### src/rtl/frame_release_pkg.sv
package frame_release_pkg;
  typedef enum logic [2:0] {
    ST_IDLE, ST_ADJ, ST_POP, ST_JRD, ST_JMP
  } seqState_t;

  typedef struct packed {
    logic load;        // capture operands
    logic adj;         // add frame size to stack pointer
    logic pop;         // read one word, write register, step stack pointer
    logic grabTarget;  // capture jump target from register file
    logic jump;        // drive program counter
    logic fin;         // final cycle of the operation
  } dpStrobe_t;
endpackage

### src/rtl/frame_release_ctrl.sv
module frame_release_ctrl
  import frame_release_pkg::*;
#(
  parameter int LIST_W = 12,
  parameter int REG_BASE = 20,
  parameter int RAW = 5,
  parameter logic [9:0] OPCODE = 10'b0000011001
) (
  input  logic           clk,
  input  logic           rst_n,
  input  logic           start,
  input  logic [9:0]     opField,
  input  logic           listTop,
  input  logic [15:0]    instrLo,
  output dpStrobe_t      strobe,
  output logic [RAW-1:0] popReg,
  output logic [RAW-1:0] jumpReg,
  output logic           busy
);
  localparam int IDX_W = $clog2(LIST_W);

  seqState_t state, stateNext;
  logic [LIST_W-1:0] pending;
  logic [LIST_W-1:0] pendingLeft;
  logic [IDX_W-1:0]  idx;
  logic              found;
  logic              opOk;

  assign opOk = (opField == OPCODE);
  assign pendingLeft = pending & (pending - LIST_W'(1));

  always_comb begin
    idx = '0;
    found = 1'b0;
    for (int i = 0; i < LIST_W; i++) begin
      if (!found && pending[i]) begin
        idx = IDX_W'(i);
        found = 1'b1;
      end
    end
  end

  assign popReg = RAW'(REG_BASE) + RAW'(idx);
  assign busy = (state != ST_IDLE);

  always_comb begin
    strobe = '0;
    stateNext = state;
    unique case (state)
      ST_IDLE: if (start && opOk) begin
        strobe.load = 1'b1;
        stateNext = ST_ADJ;
      end
      ST_ADJ: begin
        strobe.adj = 1'b1;
        if (pending != '0) stateNext = ST_POP;
        else if (jumpReg != '0) stateNext = ST_JRD;
        else begin
          strobe.fin = 1'b1;
          stateNext = ST_IDLE;
        end
      end
      ST_POP: begin
        strobe.pop = 1'b1;
        if (pendingLeft == '0) begin
          if (jumpReg != '0) stateNext = ST_JRD;
          else begin
            strobe.fin = 1'b1;
            stateNext = ST_IDLE;
          end
        end
      end
      ST_JRD: begin
        strobe.grabTarget = 1'b1;
        stateNext = ST_JMP;
      end
      ST_JMP: begin
        strobe.jump = 1'b1;
        strobe.fin = 1'b1;
        stateNext = ST_IDLE;
      end
      default: stateNext = ST_IDLE;
    endcase
  end

  always_ff @(posedge clk) begin
    if (!rst_n) begin
      state <= ST_IDLE;
      pending <= '0;
      jumpReg <= '0;
    end else begin
      state <= stateNext;
      if (strobe.load) begin
        pending <= {listTop, instrLo[15:5]};
        jumpReg <= instrLo[4:0];
      end else if (strobe.pop) begin
        pending <= pendingLeft;
      end
    end
  end
endmodule

### src/rtl/frame_release_dp.sv
module frame_release_dp
  import frame_release_pkg::*;
#(
  parameter int DATA_W = 32,
  parameter int FRAME_W = 5,
  parameter int RAW = 5
) (
  input  logic              clk,
  input  logic              rst_n,
  input  dpStrobe_t         strobe,
  input  logic [FRAME_W-1:0] frameIn,
  input  logic [DATA_W-1:0] spIn,
  input  logic [RAW-1:0]    popReg,
  input  logic [RAW-1:0]    jumpReg,
  output logic              memRdEn,
  output logic [DATA_W-1:0] memAddr,
  input  logic [DATA_W-1:0] memRdData,
  output logic              rfWe,
  output logic [RAW-1:0]    rfAddr,
  output logic [DATA_W-1:0] rfData,
  output logic [RAW-1:0]    rfRdAddr,
  input  logic [DATA_W-1:0] rfRdData,
  output logic              pcWe,
  output logic [DATA_W-1:0] pcData,
  output logic              spWe,
  output logic [DATA_W-1:0] spData
);
  localparam int PAD_W = DATA_W - FRAME_W - 2;

  logic [DATA_W-1:0]  spReg, spNext, target;
  logic [FRAME_W-1:0] frameReg;

  always_comb begin
    spNext = spReg;
    if (strobe.adj) spNext = spReg + {{PAD_W{1'b0}}, frameReg, 2'b00};
    else if (strobe.pop) spNext = spReg + DATA_W'(4);
  end

  assign memRdEn  = strobe.pop;
  assign memAddr  = spReg;
  assign rfWe     = strobe.pop;
  assign rfAddr   = popReg;
  assign rfData   = memRdData;
  assign rfRdAddr = jumpReg;
  assign pcWe     = strobe.jump;
  assign pcData   = target;
  assign spWe     = strobe.fin;
  assign spData   = spNext;

  always_ff @(posedge clk) begin
    if (!rst_n) begin
      spReg <= '0;
      frameReg <= '0;
      target <= '0;
    end else begin
      if (strobe.load) begin
        spReg <= spIn;
        frameReg <= frameIn;
      end else begin
        spReg <= spNext;
      end
      if (strobe.grabTarget) target <= rfRdData;
    end
  end
endmodule

### src/rtl/frame_release_seq.sv
module frame_release_seq
  import frame_release_pkg::*;
#(
  parameter int DATA_W = 32,
  parameter int LIST_W = 12,
  parameter int REG_BASE = 20,
  parameter int RAW = 5
) (
  input  logic              clk,
  input  logic              rst_n,
  input  logic              start,
  input  logic [15:0]       instrHi,
  input  logic [15:0]       instrLo,
  input  logic [DATA_W-1:0] spIn,
  output logic              busy,
  output logic              done,
  output logic              memRdEn,
  output logic [DATA_W-1:0] memAddr,
  input  logic [DATA_W-1:0] memRdData,
  output logic              rfWe,
  output logic [RAW-1:0]    rfAddr,
  output logic [DATA_W-1:0] rfData,
  output logic [RAW-1:0]    rfRdAddr,
  input  logic [DATA_W-1:0] rfRdData,
  output logic              pcWe,
  output logic [DATA_W-1:0] pcData,
  output logic              spWe,
  output logic [DATA_W-1:0] spData
);
  dpStrobe_t strobe;
  logic [RAW-1:0] popReg, jumpReg;

  frame_release_ctrl #(.LIST_W(LIST_W), .REG_BASE(REG_BASE), .RAW(RAW)) u_ctrl (
    .clk(clk), .rst_n(rst_n), .start(start),
    .opField(instrHi[15:6]), .listTop(instrHi[0]), .instrLo(instrLo),
    .strobe(strobe), .popReg(popReg), .jumpReg(jumpReg), .busy(busy)
  );

  frame_release_dp #(.DATA_W(DATA_W), .FRAME_W(5), .RAW(RAW)) u_dp (
    .clk(clk), .rst_n(rst_n), .strobe(strobe), .frameIn(instrHi[5:1]),
    .spIn(spIn), .popReg(popReg), .jumpReg(jumpReg),
    .memRdEn(memRdEn), .memAddr(memAddr), .memRdData(memRdData),
    .rfWe(rfWe), .rfAddr(rfAddr), .rfData(rfData),
    .rfRdAddr(rfRdAddr), .rfRdData(rfRdData),
    .pcWe(pcWe), .pcData(pcData), .spWe(spWe), .spData(spData)
  );

  assign done = strobe.fin;
endmodule

### config.mk
export PLATFORM = sky130hd
export DESIGN_NAME = frame_release_seq
export DESIGN_NICKNAME = d
export VERILOG_FILES = /design/src/rtl/frame_release_pkg.sv /design/src/rtl/frame_release_ctrl.sv /design/src/rtl/frame_release_dp.sv /design/src/rtl/frame_release_seq.sv
export SDC_FILE = /design/constraint.sdc
export NUM_CORES = 1
export LEC_CHECK = 0
export BUFFER_PORTS_ARGS = -buffer_cell sky130_fd_sc_hd__buf_4
export CAP_MARGIN = 20
export CORE_AREA = 2 2 106 108
export CTS_BUF_LIST = sky130_fd_sc_hd__clkbuf_8
export CTS_CLUSTER_DIAMETER = 30
export DETAILED_ROUTE_END_ITERATION = 10
export DIE_AREA = 0 0 108 110
export GPL_TIMING_DRIVEN = 0
export PLACE_DENSITY = 0.81
export SYNTH_ARGS = -nofsm -noshare
export SYNTH_HDL_FRONTEND = slang
export SYNTH_SLANG_ARGS = --single-unit
### constraint.sdc
create_clock -name clk -period 2.52 [get_ports clk]
set_clock_uncertainty 0.15 [all_clocks]
set_input_delay 0.126 -clock clk [delete_from_list [all_inputs] [get_ports clk]]
set_output_delay 0.126 -clock clk [all_outputs]
set_load 0.02 [all_outputs]
# --- Word level (Yosys, flattened, before mapping) ---
# Cells that the tools add are included.
totals:
  reg_bits: 89
  input_bits: 131
  out_inout_bits: 144
  wordCells: 90
op_classes:
  addsub: 4
  n_eq_ne: 7
  n_mux: 42
  bitwise_logic: 1
  n_reduce_logical: 30
op_table:
  columns: ["operator", "count"]
  rows:
  - ["two-way mux 32 bit", 3]
  - ["adder 32 x 3 -> 32 bit (second input constant)", 1]
  - ["adder 32 x 7 -> 32 bit", 1]
  - ["two-way mux 12 bit", 2]
  - ["two-way mux 1 bit", 21]
  - ["two-way mux 3 bit", 7]
  - ["two-way mux 4 bit", 4]
  - ["AND 12 bit", 1]
  - ["logical AND 1 bit", 12]
  - ["zero test 12 bit", 1]
  - ["case mux 3 bit (4 select lines)", 1]
  - ["nonzero test 12 bit", 1]
  - ["subtractor 12 x 1 -> 12 bit (second input constant)", 1]
  - ["zero test 1 bit", 11]
  - ["equality test 10 x 5 -> 1 bit (second input constant)", 1]
  - ["equality test 3 x 2 -> 1 bit (second input constant)", 2]
  - ["two-way mux 2 bit", 3]
  - ["adder 5 x 4 -> 5 bit (first input constant)", 1]
  - ["nonzero test 5 bit", 1]
  - ["!= test 2 x 1 -> 1 bit (second input constant)", 2]
  - ["equality test 3 x 1 -> 1 bit (second input constant)", 1]
  - ["equality test 3 bit (second input constant)", 1]
  - ["zero test 3 bit", 1]
  - ["case mux 1 bit (3 select lines)", 1]
  - ["3 further kinds", 3]

# --- Depth between registers and ports, before layout ---
# Gate-level depths: netlist of the first run.
depth:
  word_depth: 35
  depth_mapped: 10
  depth_no_buf: 8

# --- By module ---
# Synthesis of the first run repeated with hierarchy kept, for this count alone.
unflattened:
  hier_cells: 593
  area_unflattened_um2: 5192.5
by_module_without_submodules:
  columns: ["module", "instances", "cells_per_inst", "area_each_um2", "seq_area_each_um2"]
  rows:
  - ["frame_release_dp", 1, 427, 3938.8, 1381.3]
  - ["frame_release_ctrl", 1, 166, 1253.7, 400.4]

# --- Worst setup path before layout of the first run ---
# No wires, ideal clock.
synth_timing:
  path_type: "register -> output"
  startpoint: "reg u_ctrl.pending[1]"
  endpoint: "out spWe"
  t_arrival_ns: 2.548
  t_required_ns: 2.244
  path_slack_ns: -0.304
  stages_incl_launch_ff: 9
  path_buffers: 2
  cell_sequence: "dfxtp_1 -> clkbuf_1 -> or4_4 -> nor4_2 -> a21oi_1 -> o22ai_1 -> o211ai_1 -> o21ai_0 -> buf_4"
synth_between:
  elab_chain_len: 5
  word_cells_on_any_way: 7
  classes_between: "add/sub (1); mux (3); bitwise (1); reduce/logical (2)"
synth_rtl:
  columns: ["item", "line_no", "text"]
  rows:
  - ["start, declared", "frame_release_ctrl.sv:23", "logic [LIST_W-1:0] pending;"]
  - ["start signal, assigned", "frame_release_ctrl.sv:94", "pending <= {listTop, instrLo[15:5]};"]
  - ["start signal, assigned", "frame_release_ctrl.sv:97", "pending <= pendingLeft;"]
  - ["subtractor 12 x 1 -> 12 bit", "frame_release_ctrl.sv:30", "assign pendingLeft = pending & (pending - LIST_W'(1));"]
  - ["AND 12 bit", "frame_release_ctrl.sv:30", null]
  - ["zero test 12 bit", "frame_release_ctrl.sv:65", "if (pendingLeft == '0) begin"]
  - ["two-way mux 1 bit", "frame_release_ctrl.sv:65", null]
  - ["case mux 1 bit (3 select lines) (*)", "frame_release_ctrl.sv:49", "unique case (state)"]
  - ["end, declared", "frame_release_seq.sv:27", "output logic spWe,"]
# Mark *: on every way between the ends. The rest lies on a longest branch, timed or not.

# --- Worst setup path in the final report of the first run ---
layout_timing:
  startpoint: "reg u_dp.spReg[20], in the netlist u_dp.memAddr[20]"
  endpoint: "out spData[28]"
layout_between:
  elab_chain_len: 3
  word_cells_on_any_way: 4
  classes_between: "add/sub (2); mux (2)"
layout_rtl:
  columns: ["item", "line_no", "text"]
  rows:
  - ["start, declared", "frame_release_dp.sv:30", "logic [DATA_W-1:0] spReg, spNext, target;"]
  - ["start signal, assigned", "frame_release_dp.sv:57", "spReg <= spIn;"]
  - ["start signal, assigned", "frame_release_dp.sv:60", "spReg <= spNext;"]
  - ["adder 32 x 3 -> 32 bit", "frame_release_dp.sv:36", "else if (strobe.pop) spNext = spReg + DATA_W'(4);"]
  - ["two-way mux 32 bit", "frame_release_dp.sv:36", null]
  - ["two-way mux 32 bit (*)", "frame_release_dp.sv:35", "if (strobe.adj) spNext = spReg + {{PAD_W{1'b0}}, frameReg, 2'b00};"]
  - ["end, declared", "frame_release_seq.sv:28", "output logic [DATA_W-1:0] spData"]
# Marks and branches as above.

==> impl_metrics.csv, run 1 <==
group,metric,value,unit
place,gp_congestion,0.876,
cts,numCtsBuffers,9,
synth,synth.cells.most_frequent,"sky130_fd_sc_hd__nand2_1 (142), sky130_fd_sc_hd__dfxtp_1 (89), sky130_fd_sc_hd__a21oi_1 (75)",
die,die_h,110,um
layout,layout-drive-gt1-share,43.4,%
die,design.portCount,275,
timing,finalCritPeriodShare,108,%
die,die-area,11900,sq um
timing,clock.fmax,367,MHz
place,dpl.hpwl,12.1,mm
route,antenna_violating_nets_post_route,0,
power,powerDensity,344,nW/um^2
cts,clock_insertion_delay_worst_skew,370,ps
synth,synthMuxAreaShare,0.425,%
die,design.core.area,10700,sq um
cts,tritoncts,"yes",
die,fp-row-count,38,
layout,flow.area_growth_from_synthesis,84.1,%
synth,post_synth_inst_count,605,
timing,unrepaired_setup_endpoints_after_global_routing,"yes",
die,start_util,44.0,%
synth,number_of_enable_flip_flop_cells_after_synthesis,0,
synth,portion_of_synthesized_cell_area_occupied_by_the_leading_cell_type,37.8,%
cts,cts.sinks,89,
synth,synthDistinctLibCells,61,
global_route,grt_pass1_wl,30.3,mm
route,avgRoutedWirePerCell,18.5,um
critical_path,worst-path-max-fanout,6,
synth,synth_top_family_by_area,"simple AND/OR/NAND/NOR gates",
outcome,status,"complete, but fails checks",
synth,synth.yosys.seq_area_share,37.8,%
timing,max_slew.worst_pin.slew,703,ps
die,die_width,108,um
synth,syn_nets,744,
global_route,globalRouteOverflowTotal,0,
synth,netlist_area,4710,sq um
synth,synth-main-ff-cell,"sky130_fd_sc_hd__dfxtp_1",
critical_path,end_kind,"primary output",
outcome,violations_in_the_final_reports,"negative setup slack",
place,detailed_place.area,6740,sq um
critical_path,timing_worst_setup_path_type,"register to primary output",
timing,slew_viol_final,0,
synth,yosys.area_share.adder,2.50,%
critical_path,worst_ep_required_time,2240,ps
global_route,grt_max_degree,18,
synth,async_reset_ff_share,0,%
synth,syn_area_per_cell,7.78,sq um
critical_path,timing.critical_path.arrival,2450,ps
synth,yosys_register_bits,89,
synth,synth_compound_gate_area_share,18.8,%
place,numPortBuffers,242,
global_route,number_of_antenna_violations_at_the_first_check_in_global_routing,0,
critical_path,startpoint_type,"register",
route,postRouteWirelength,21.0,mm
route,vias_per_cell,5.42,
timing,setup_viol,26,
synth,ys.warnings.count,0,
timing,period_needed,2720,ps
layout,postLayoutCellArea,8670,sq um
synth,synthMostInstantiatedCell,"sky130_fd_sc_hd__nand2_1",
route,detail_route.drc_violations,0,
layout,finish.utilization,81.0,%
run,drv_cap,0,
timing,report.final.hold_viol_count,0,
synth,synth_top_cells_by_area,"sky130_fd_sc_hd__dfxtp_1 (38%), sky130_fd_sc_hd__nand2_1 (11%), sky130_fd_sc_hd__a21oi_1 (8.0%), sky130_fd_sc_hd__buf_4 (5.9%), sky130_fd_sc_hd__xor2_1 (3.3%)",
cts,ctsHtreeMaxLevel,3,
power,worst_ir_drop_vdd,0.372,mV
layout,antenna_fix_cells,0,
timing,post-route-worst-setup-slack,-205,ps
cts,clk_pin_slew,100,ps
cts,cts_root_buf,"sky130_fd_sc_hd__clkbuf_8",
route,drt_pre_antenna_iters,7,
layout,finish.net_count,1124,
synth,synth_xor_area_share,5.95,%
cts,clk_path_buf_depth,2,
global_route,first_global_vias,5888,
power,p_leak,3.98,nW
synth,synth-simple-area-share,24.0,%
global_route,grt.total_usage,33.2,%
timing,worst_slew_margin_relative_to_its_limit,53.2,%
route,detailedRoute.firstIterationViolations,417,
synth,synth_top_area_cell,"sky130_fd_sc_hd__dfxtp_1",
route,vias,6119,
hold_path,holdCritPathClass,"primary input to register",
where the power goes:
part / switching (mW) / internal [mW] / total, mW
clock: 0.595 / 0.581 / 1.18
sequential: 0.000614 / 1.40 / 1.40
combinational: 0.151 / 0.260 / 0.411
total: 0.746 / 2.24 / 2.98
registers in the layout, summed over array words and instances (netlist names):
register / flops
u_ctrl.jumpReg: 5
u_ctrl.pending: 12
u_ctrl.state: 3
u_dp.frameReg: 5
u_dp.memAddr: 32
u_dp.pcData: 32
worst paths after layout:
kind	start	endpoint	slack [ps]	cells past startpoint
max	u_dp.memAddr[20]	spData[28]	-200	6
min	instrHi[7]	u_ctrl.state[0]	170	6
max reg2reg	u_dp.memAddr[3]	u_dp.memAddr[12]	30	10
min reg2reg	u_dp.pcData[0]	u_dp.pcData[0]	310	2
metal layers:
| layer | vias up | GRT usage (%) | wire length (um) |
|---|---|---|---|
| li1 | 2788 | - | - |
| met1 | 2860 | 37.8 | 7650 |
| met2 | 382 | 58.8 | 10600 |
| met3 | 89 | 7.70 | 1690 |
| met4 | 0 | 15.8 | 1040 |
| met5 | - | 0 | 0 |
worst max-delay path, cell delays in order, from the launching register on:
cell and delay, ps:
sky130_fd_sc_hd__dfxtp_1 470, sky130_fd_sc_hd__and3_1 240, sky130_fd_sc_hd__nand3_1 330, sky130_fd_sc_hd__nor4_1 410, sky130_fd_sc_hd__nand3_1 210, sky130_fd_sc_hd__xnor2_2 220
sky130_fd_sc_hd__buf_4 180
cells in the final DEF (no fill, tap or decap), types with 5 or more instances in the layout:
| master | instances |
|---|---|
| sky130_fd_sc_hd__nand3_1 | 9 |
| sky130_fd_sc_hd__xor2_2 | 10 |
| sky130_fd_sc_hd__clkbuf_8 | 9 |
| sky130_fd_sc_hd__xor2_1 | 8 |
| sky130_fd_sc_hd__nand2_1 | 142 |
| sky130_fd_sc_hd__buf_4 | 302 |
| sky130_fd_sc_hd__dfxtp_4 | 8 |
| sky130_fd_sc_hd__inv_1 | 19 |
| sky130_fd_sc_hd__dfxtp_2 | 10 |
| sky130_fd_sc_hd__o21ai_0 | 18 |
| sky130_fd_sc_hd__buf_6 | 19 |
| sky130_fd_sc_hd__a21oi_1 | 72 |
| sky130_fd_sc_hd__xnor2_2 | 5 |
| sky130_fd_sc_hd__nand4_1 | 11 |
| sky130_fd_sc_hd__nor2_1 | 26 |
| sky130_fd_sc_hd__nor3_4 | 6 |
| sky130_fd_sc_hd__xnor2_1 | 8 |
| sky130_fd_sc_hd__dfxtp_1 | 71 |
| sky130_fd_sc_hd__dlygate4sd3_1 | 88 |
| sky130_fd_sc_hd__o2bb2ai_1 | 15 |
| sky130_fd_sc_hd__clkbuf_1 | 25 |
timing repair:
item / in CTS / in global routing
buffers inserted: 29 / 15
setup endpoints to repair: 41 / 69
pin swaps: 27 / 20
hold buffers: 88 / 0
cloned: 1 / 0
resized for setup: 82 / 41
hold endpoints to repair: 87 / 0
kinds of logic (layout without fill, tap and decap cells):
kind of cell,Yosys count,count (layout)
buffers and inverters,92,477
xor gates and xnor gates,32,32
AOI/OAI and AO/OA,144,144
DFF,89,89
muxes,2,2
adders and majority gates,9,9
and+or+nand+nor,237,237
metrics by stage:
step,hold slack [ps],setup TNS [ps],cells,power [mW],setup slack (ps)
floorplan,107,0,605,1.55,4.34
global placement,196,-2350,987,1.72,-222
detailed placement,197,-3480,987,1.72,-314
CTS,135,-1540,1116,2.98,-128
global route,202,-4870,1130,3.06,-265
finish,165,-3060,1130,2.98,-205
cell type report:
cell class / instances / area (sq um)
Fill cell: 615 / 2030
Tap cell: 140 / 175
Sequential cell: 89 / 1820
Clock inverter: 7 / 106
Inverter: 21 / 78.8
Clock buffer: 9 / 124
Timing Repair Buffer: 375 / 3140
Buffer: 65 / 414
Multi-Input combinational cell: 424 / 2810
Power figures use the tool's default switching activity.
==> run 2: changes to the inputs <==
Settings changed: CAP_MARGIN 20 to default, CORE_AREA 2 2 106 108 to 2 2 107 109, DIE_AREA 0 0 108 110 to 0 0 109 111, PLACE_DENSITY 0.81 to 0.79.
Clock period 2.52 ns to 3.3 ns, I/O delays scaled along.
==> impl_metrics.csv, run 2 (same netlist as run 1, synthesis figures left out) <==
group,metric,value,unit
outcome,status,"complete, no violations",
route,detailedRoute.firstIterationViolations,233,
critical_path,end_kind,"primary output",
die,start_util,42.5,%
layout,layout-drive-gt1-share,33.8,%
critical_path,timing.critical_path.arrival,2860,ps
power,switching_share,25.0,%
die,fp-row-count,39,
die,design.portCount,275,
critical_path,startpoint_type,"register",
die,die-area,12100,sq um
global_route,number_of_antenna_violations_at_the_first_check_in_global_routing,0,
timing,slew_viol_final,0,
layout,flow.area_growth_from_synthesis,65.9,%
critical_path,worst_ep_required_time,2980,ps
cts,clk_path_buf_depth,2,
route,detail_route.drc_violations,0,
die,die_h,111,um
global_route,globalRouteOverflowTotal,0,
power,switching_power,0.546,mW
route,drt_pre_antenna_iters,5,
power,p_leak,3.57,nW
layout,finish.utilization,70.5,%
route,antenna_violating_nets_post_route,0,
die,die_width,109,um
hold_path,holdCritPathClass,"primary input to register",
global_route,grt.total_usage,28.3,%
power,cell_internal_pwr,1.64,mW
route,vias_per_cell,5.14,
place,numPortBuffers,242,
timing,report.final.hold_viol_count,0,
route,vias,5622,
cts,cts_root_buf,"sky130_fd_sc_hd__clkbuf_8",
cts,numCtsBuffers,9,
timing,clock.fmax,315,MHz
timing,worst_slew_margin_relative_to_its_limit,54.8,%
layout,antenna_fix_cells,0,
cts,clock_insertion_delay_worst_skew,390,ps
timing,max_slew.worst_pin.slew,678,ps
timing,hold-worst-slack,28.5,ps
power,clock_power_share,36.9,%
timing,finalCritPeriodShare,96.2,%
global_route,grt_max_degree,16,
global_route,grt_pass1_wl,26.9,mm
layout,mostFrequentLayoutCell,"sky130_fd_sc_hd__buf_4",
cts,cts.sinks,89,
power,powerDensity,280,nW/um^2
timing,unrepaired_setup_endpoints_after_global_routing,"yes",
critical_path,timing_worst_setup_path_type,"register to primary output",
cts,tritoncts,"yes",
power,comb_power_share,14.0,%
layout,finish.net_count,1084,
cts,ctsHtreeMaxLevel,3,
power,worst_ir_drop_vdd,0.248,mV
timing,setup_viol,0,
cts,post_cts_buffers,0,
place,dpl.hpwl,11.9,mm
global_route,first_global_vias,5411,
cts,clk_pin_slew,90,ps
die,design.core.area,11100,sq um
critical_path,worst-path-max-fanout,8,
route,avgRoutedWirePerCell,16.0,um
timing,period_needed,3170,ps
place,gp_congestion,0.884,
critical_path,reg2reg_slack,710,ps
power,share_seq_of_total_power,49.1,%
layout,layout_common_cells,"sky130_fd_sc_hd__buf_4 (279), sky130_fd_sc_hd__nand2_1 (142), sky130_fd_sc_hd__dfxtp_1 (89)",
route,postRouteWirelength,17.5,mm
run,drv_cap,0,
[run 2: cell types whose count changed in the layout (fill, tap and decap cells not counted), moves of 5 or more]
cell                      delta
sky130_fd_sc_hd__xor2_1     +10
sky130_fd_sc_hd__dfxtp_2    -10
sky130_fd_sc_hd__nor3_4      -6
sky130_fd_sc_hd__dfxtp_4     -8
sky130_fd_sc_hd__dfxtp_1    +18
sky130_fd_sc_hd__buf_4      -23
sky130_fd_sc_hd__xnor2_1     +6
sky130_fd_sc_hd__buf_6      -18
sky130_fd_sc_hd__xnor2_2     -5
sky130_fd_sc_hd__xor2_2     -10
[run 2: through the flow]
step	power (mW)	worst slack [ps]	area [sq um]	cells	setup TNS, ps
3_3_place_gp	1.32	387	6700	990	0
3_5_place_dp	1.32	361	6700	990	0
4_1_cts	2.19	43.7	7780	1093	0
2_1_floorplan	1.18	437	4710	605	0
6_report	2.19	127	7810	1093	0
5_1_grt	2.26	-28.7	7810	1093	-28.7
[run 2: cell type report]
cell class              count  area [sq um]
flip-flops and latches     89          1780
multi-input cells         424          2460
clock inverters             6          67.6
clock buffers              10           138
plain buffers              71           418
inverters                  21          78.8
well taps                 143           179
fillers                   867          3270
repair buffers            329          2690
[run 2: final timing paths]
check	startpoint	endpoint	cells after the start
max	u_ctrl.pending[1]	spWe	9
min	spIn[5]	u_dp.memAddr[5]	3
max reg2reg	u_dp.memAddr[2]	u_dp.memAddr[24]	8
min reg2reg	u_dp.pcData[20]	u_dp.pcData[20]	2
[run 2: power groups by stage]
stage,Clock (mW),Combinational [mW],Sequential (mW)
after floorplan,0,0.0834,1.10
after global placement,0,0.216,1.10
after detailed placement,0,0.217,1.10
after CTS,0.815,0.301,1.07
after global routing,0.857,0.324,1.07
final,0.808,0.307,1.07
[run 2: timing repair]
action | CTS | global route
resized for setup | 1 | 5
hold endpoints to repair | 86 | 0
hold buffers | 87 | 0
endpoints found under the setup margin | 1 | 7
[run 2: metal layers]
metal,global-route usage (%),wire length [um],vias to the layer above
li1,-,-,2711
met1,34.2,7040,2584
met2,48.2,8590,281
met3,6.17,1390,46
met4,11.3,516,0
met5,0,0,-
[run 2: worst max-delay path, cell delays in order (launching register included)]
cell,delay [ps]
sky130_fd_sc_hd__dfxtp_1,310
sky130_fd_sc_hd__clkbuf_1,200
sky130_fd_sc_hd__or4_4,610
sky130_fd_sc_hd__nor4_4,340
sky130_fd_sc_hd__a21oi_1,110
sky130_fd_sc_hd__o22ai_1,130
sky130_fd_sc_hd__o211ai_1,180
sky130_fd_sc_hd__o21ai_1,300
sky130_fd_sc_hd__buf_4,170
sky130_fd_sc_hd__buf_4,130
==> run 3: changes to the inputs <==
Settings changed: BUFFER_PORTS_ARGS -buffer_cell sky130_fd_sc_hd__buf_4 to default, CORE_AREA 2 2 107 109 to 3 3 104 106, DIE_AREA 0 0 109 111 to 0 0 107 109, DONT_BUFFER_PORTS from default to 1, PLACE_DENSITY 0.79 to default.
==> impl_metrics.csv, run 3 (same netlist as run 1, synthesis figures left out) <==
group,metric,value,unit
outcome,status,"complete, no violations",
timing,setup_viol,0,
critical_path,timing.rr.end,"u_dp.memAddr[26]",
global_route,grt.total_usage,25.8,%
power,switching_share,24.6,%
power,switching_power,0.529,mW
layout,flow.area_growth_from_synthesis,29.6,%
critical_path,critical_path.n_buffers_inverters,1,
route,drt_pre_antenna_iters,5,
timing,slew_viol_final,0,
critical_path,ff2ff_path_depth,7,
critical_path,worst_ep_required_time,2980,ps
run,drv_cap,0,
cts,ctsHtreeMaxLevel,3,
cts,cts_root_buf,"sky130_fd_sc_hd__clkbuf_8",
route,detail_route.drc_violations,0,
global_route,first_global_vias,4630,
route,vias_per_cell,5.57,
cts,clk_path_buf_depth,2,
timing,max_slew.worst_pin.slew,869,ps
route,detailedRoute.firstIterationViolations,215,
hold_path,worstHoldEndpoint,"u_ctrl.state[0]",
cts,tritoncts,"yes",
die,die_h,109,um
critical_path,cell_by_cell_trace_of_the_critical_path,"and4_1 > nand4_1 > or2_2 > buf_2 > nor4b_2 > xor2_2",
die,fp-row-count,36,
timing,clock.fmax,315,MHz
hold_path,hold-path-cell-count,5,
power,fin_total_pwr,2.15,mW
layout,finish.net_count,844,
cts,numCtsBuffers,9,
critical_path,startpoint_type,"register",
die,die_width,107,um
critical_path,timing.critical_path.arrival,2860,ps
route,dr_wl_met3,1.47,mm
critical_path,crit_path_max_incr_delay,540,ps
timing,report.final.hold_viol_count,0,
power,powerDensity,353,nW/um^2
cts,clk_pin_slew,100,ps
hold_path,holdCritPathClass,"primary input to register",
route,met1_length,6.21,mm
route,detailroute.wirelength.met2,7.62,mm
place,dpl.hpwl,11.1,mm
power,comb_power_share,8.6,%
global_route,grt_pass1_wl,23.7,mm
critical_path,worst-path-max-fanout,10,
route,highest_layer,"met4",
critical_path,crit_family,"simple AND/OR/NAND/NOR gates",
route,avgRoutedWirePerCell,18.5,um
layout,layout_common_cells,"sky130_fd_sc_hd__nand2_1 (142), sky130_fd_sc_hd__dlygate4sd3_1 (88), sky130_fd_sc_hd__dfxtp_1 (86)",
critical_path,reg2reg_slack,410,ps
layout,multiInputGateArea,2530,sq um
global_route,globalRouteOverflowTotal,0,
layout,mostFrequentLayoutCell,"sky130_fd_sc_hd__nand2_1",
timing,finalCritPeriodShare,96.1,%
layout,layout-drive-gt1-share,13.0,%
route,vias,4696,
route,antenna_violating_nets_post_route,0,
timing,setup_tns,0,ps
die,start_util,47.7,%
critical_path,reg2reg_from,"u_dp.memAddr[9]",
cts,clock_insertion_delay_worst_skew,360,ps
global_route,grt_max_degree,18,
power,share_seq_of_total_power,49.9,%
cts,cts.sinks,89,
die,design.core.area,9860,sq um
layout,antenna_fix_cells,0,
place,detailed_place.area,4870,sq um
layout,postLayoutCellArea,6100,sq um
power,cell_internal_pwr,1.62,mW
critical_path,timing_worst_setup_path_type,"register to primary output",
route,postRouteWirelength,15.6,mm
timing,period_needed,3170,ps
die,design.portCount,275,
place,gp_congestion,0.901,
power,p_leak,2.38,nW
layout,sequential_cell_area,1790,sq um
power,worst_ir_drop_vdd,0.191,mV
layout,finish.utilization,61.9,%
critical_path,end_kind,"primary output",
timing,worst_slew_margin_relative_to_its_limit,41.6,%
hold_path,holdCritStartpoint,"instrHi[7]",
die,die-area,11700,sq um
global_route,number_of_antenna_violations_at_the_first_check_in_global_routing,0,
critical_path,critical_path.slowest_cell,"sky130_fd_sc_hd__dfxtp_1",
power,clock_power_share,41.4,%
layout,num-fill-cells,861,
place,numPortBuffers,0,
## run 3: cell types whose count changed in the layout (fill, tap and decap cells not counted), moves of 2 or more
| cell | delta |
|---|---|
| sky130_fd_sc_hd__xnor2_1 | -3 |
| sky130_fd_sc_hd__inv_8 | +3 |
| sky130_fd_sc_hd__xor2_1 | -6 |
| sky130_fd_sc_hd__xnor2_2 | +3 |
| sky130_fd_sc_hd__dfxtp_1 | -3 |
| sky130_fd_sc_hd__clkinv_4 | -2 |
| sky130_fd_sc_hd__xor2_2 | +6 |
| sky130_fd_sc_hd__buf_4 | -241 |
| sky130_fd_sc_hd__dfxtp_2 | +3 |
## run 3: metal layers
metal	GRT usage (%)	vias up
met4	8.95	0
met1	30.8	2191
met2	44.3	242
met3	7.70	30
li1	-	2233
met5	0	-
## run 3: how the worst max path moves through the flow
stage                     depth (start not counted)         startpoint         end
after floorplan                                   8  u_ctrl.pending[1]        spWe
after global placement                            8  u_ctrl.pending[1]        spWe
after detailed placement                          8  u_ctrl.pending[1]        spWe
after CTS                                         6    u_dp.memAddr[7]  spData[27]
after global routing                              6    u_dp.memAddr[9]  spData[26]
final                                             6    u_dp.memAddr[9]  spData[26]
## run 3: final cells by class
type	count	share of cell area, %
tap	133	2.73
clock inverter	7	1.80
sequential	89	29.3
timing repair buffer	89	14.6
multi-input combinational	424	41.5
buffer	71	6.85
clock buffer	9	2.03
inverter	21	1.29
## run 3: worst min-delay path: stages
cell	delay, ps
sky130_fd_sc_hd__nor4bb_1	40
sky130_fd_sc_hd__nand4_1	80
sky130_fd_sc_hd__o21ai_0	80
sky130_fd_sc_hd__o2111ai_1	100
sky130_fd_sc_hd__a21oi_1	40
## run 3: repair_timing
item | CTS | global route
buffers inserted | 0 | 1
setup endpoints to repair | 7 | 15
hold buffers | 88 | 0
endpoints found under the hold margin | 87 | 0
pin swaps | 1 | 3
resized for setup | 4 | 14
## run 3: power groups by stage
stage	Clock [mW]	Sequential [mW]	Combinational, mW
3_5_place_dp	0	1.10	0.0983
2_1_floorplan	0	1.10	0.0834
5_1_grt	0.943	1.07	0.198
4_1_cts	0.910	1.07	0.185
3_3_place_gp	0	1.10	0.0977
6_report	0.892	1.07	0.186
## run 3: per-stage QoR
stage,hold slack [ps],setup WS (ps),instances
6_report,40.6,128,843
5_1_grt,77.3,-9.16,843
3_5_place_dp,152,-46.2,738
4_1_cts,22.8,2.41,842
3_3_place_gp,153,-31.8,738
2_1_floorplan,146,437,605
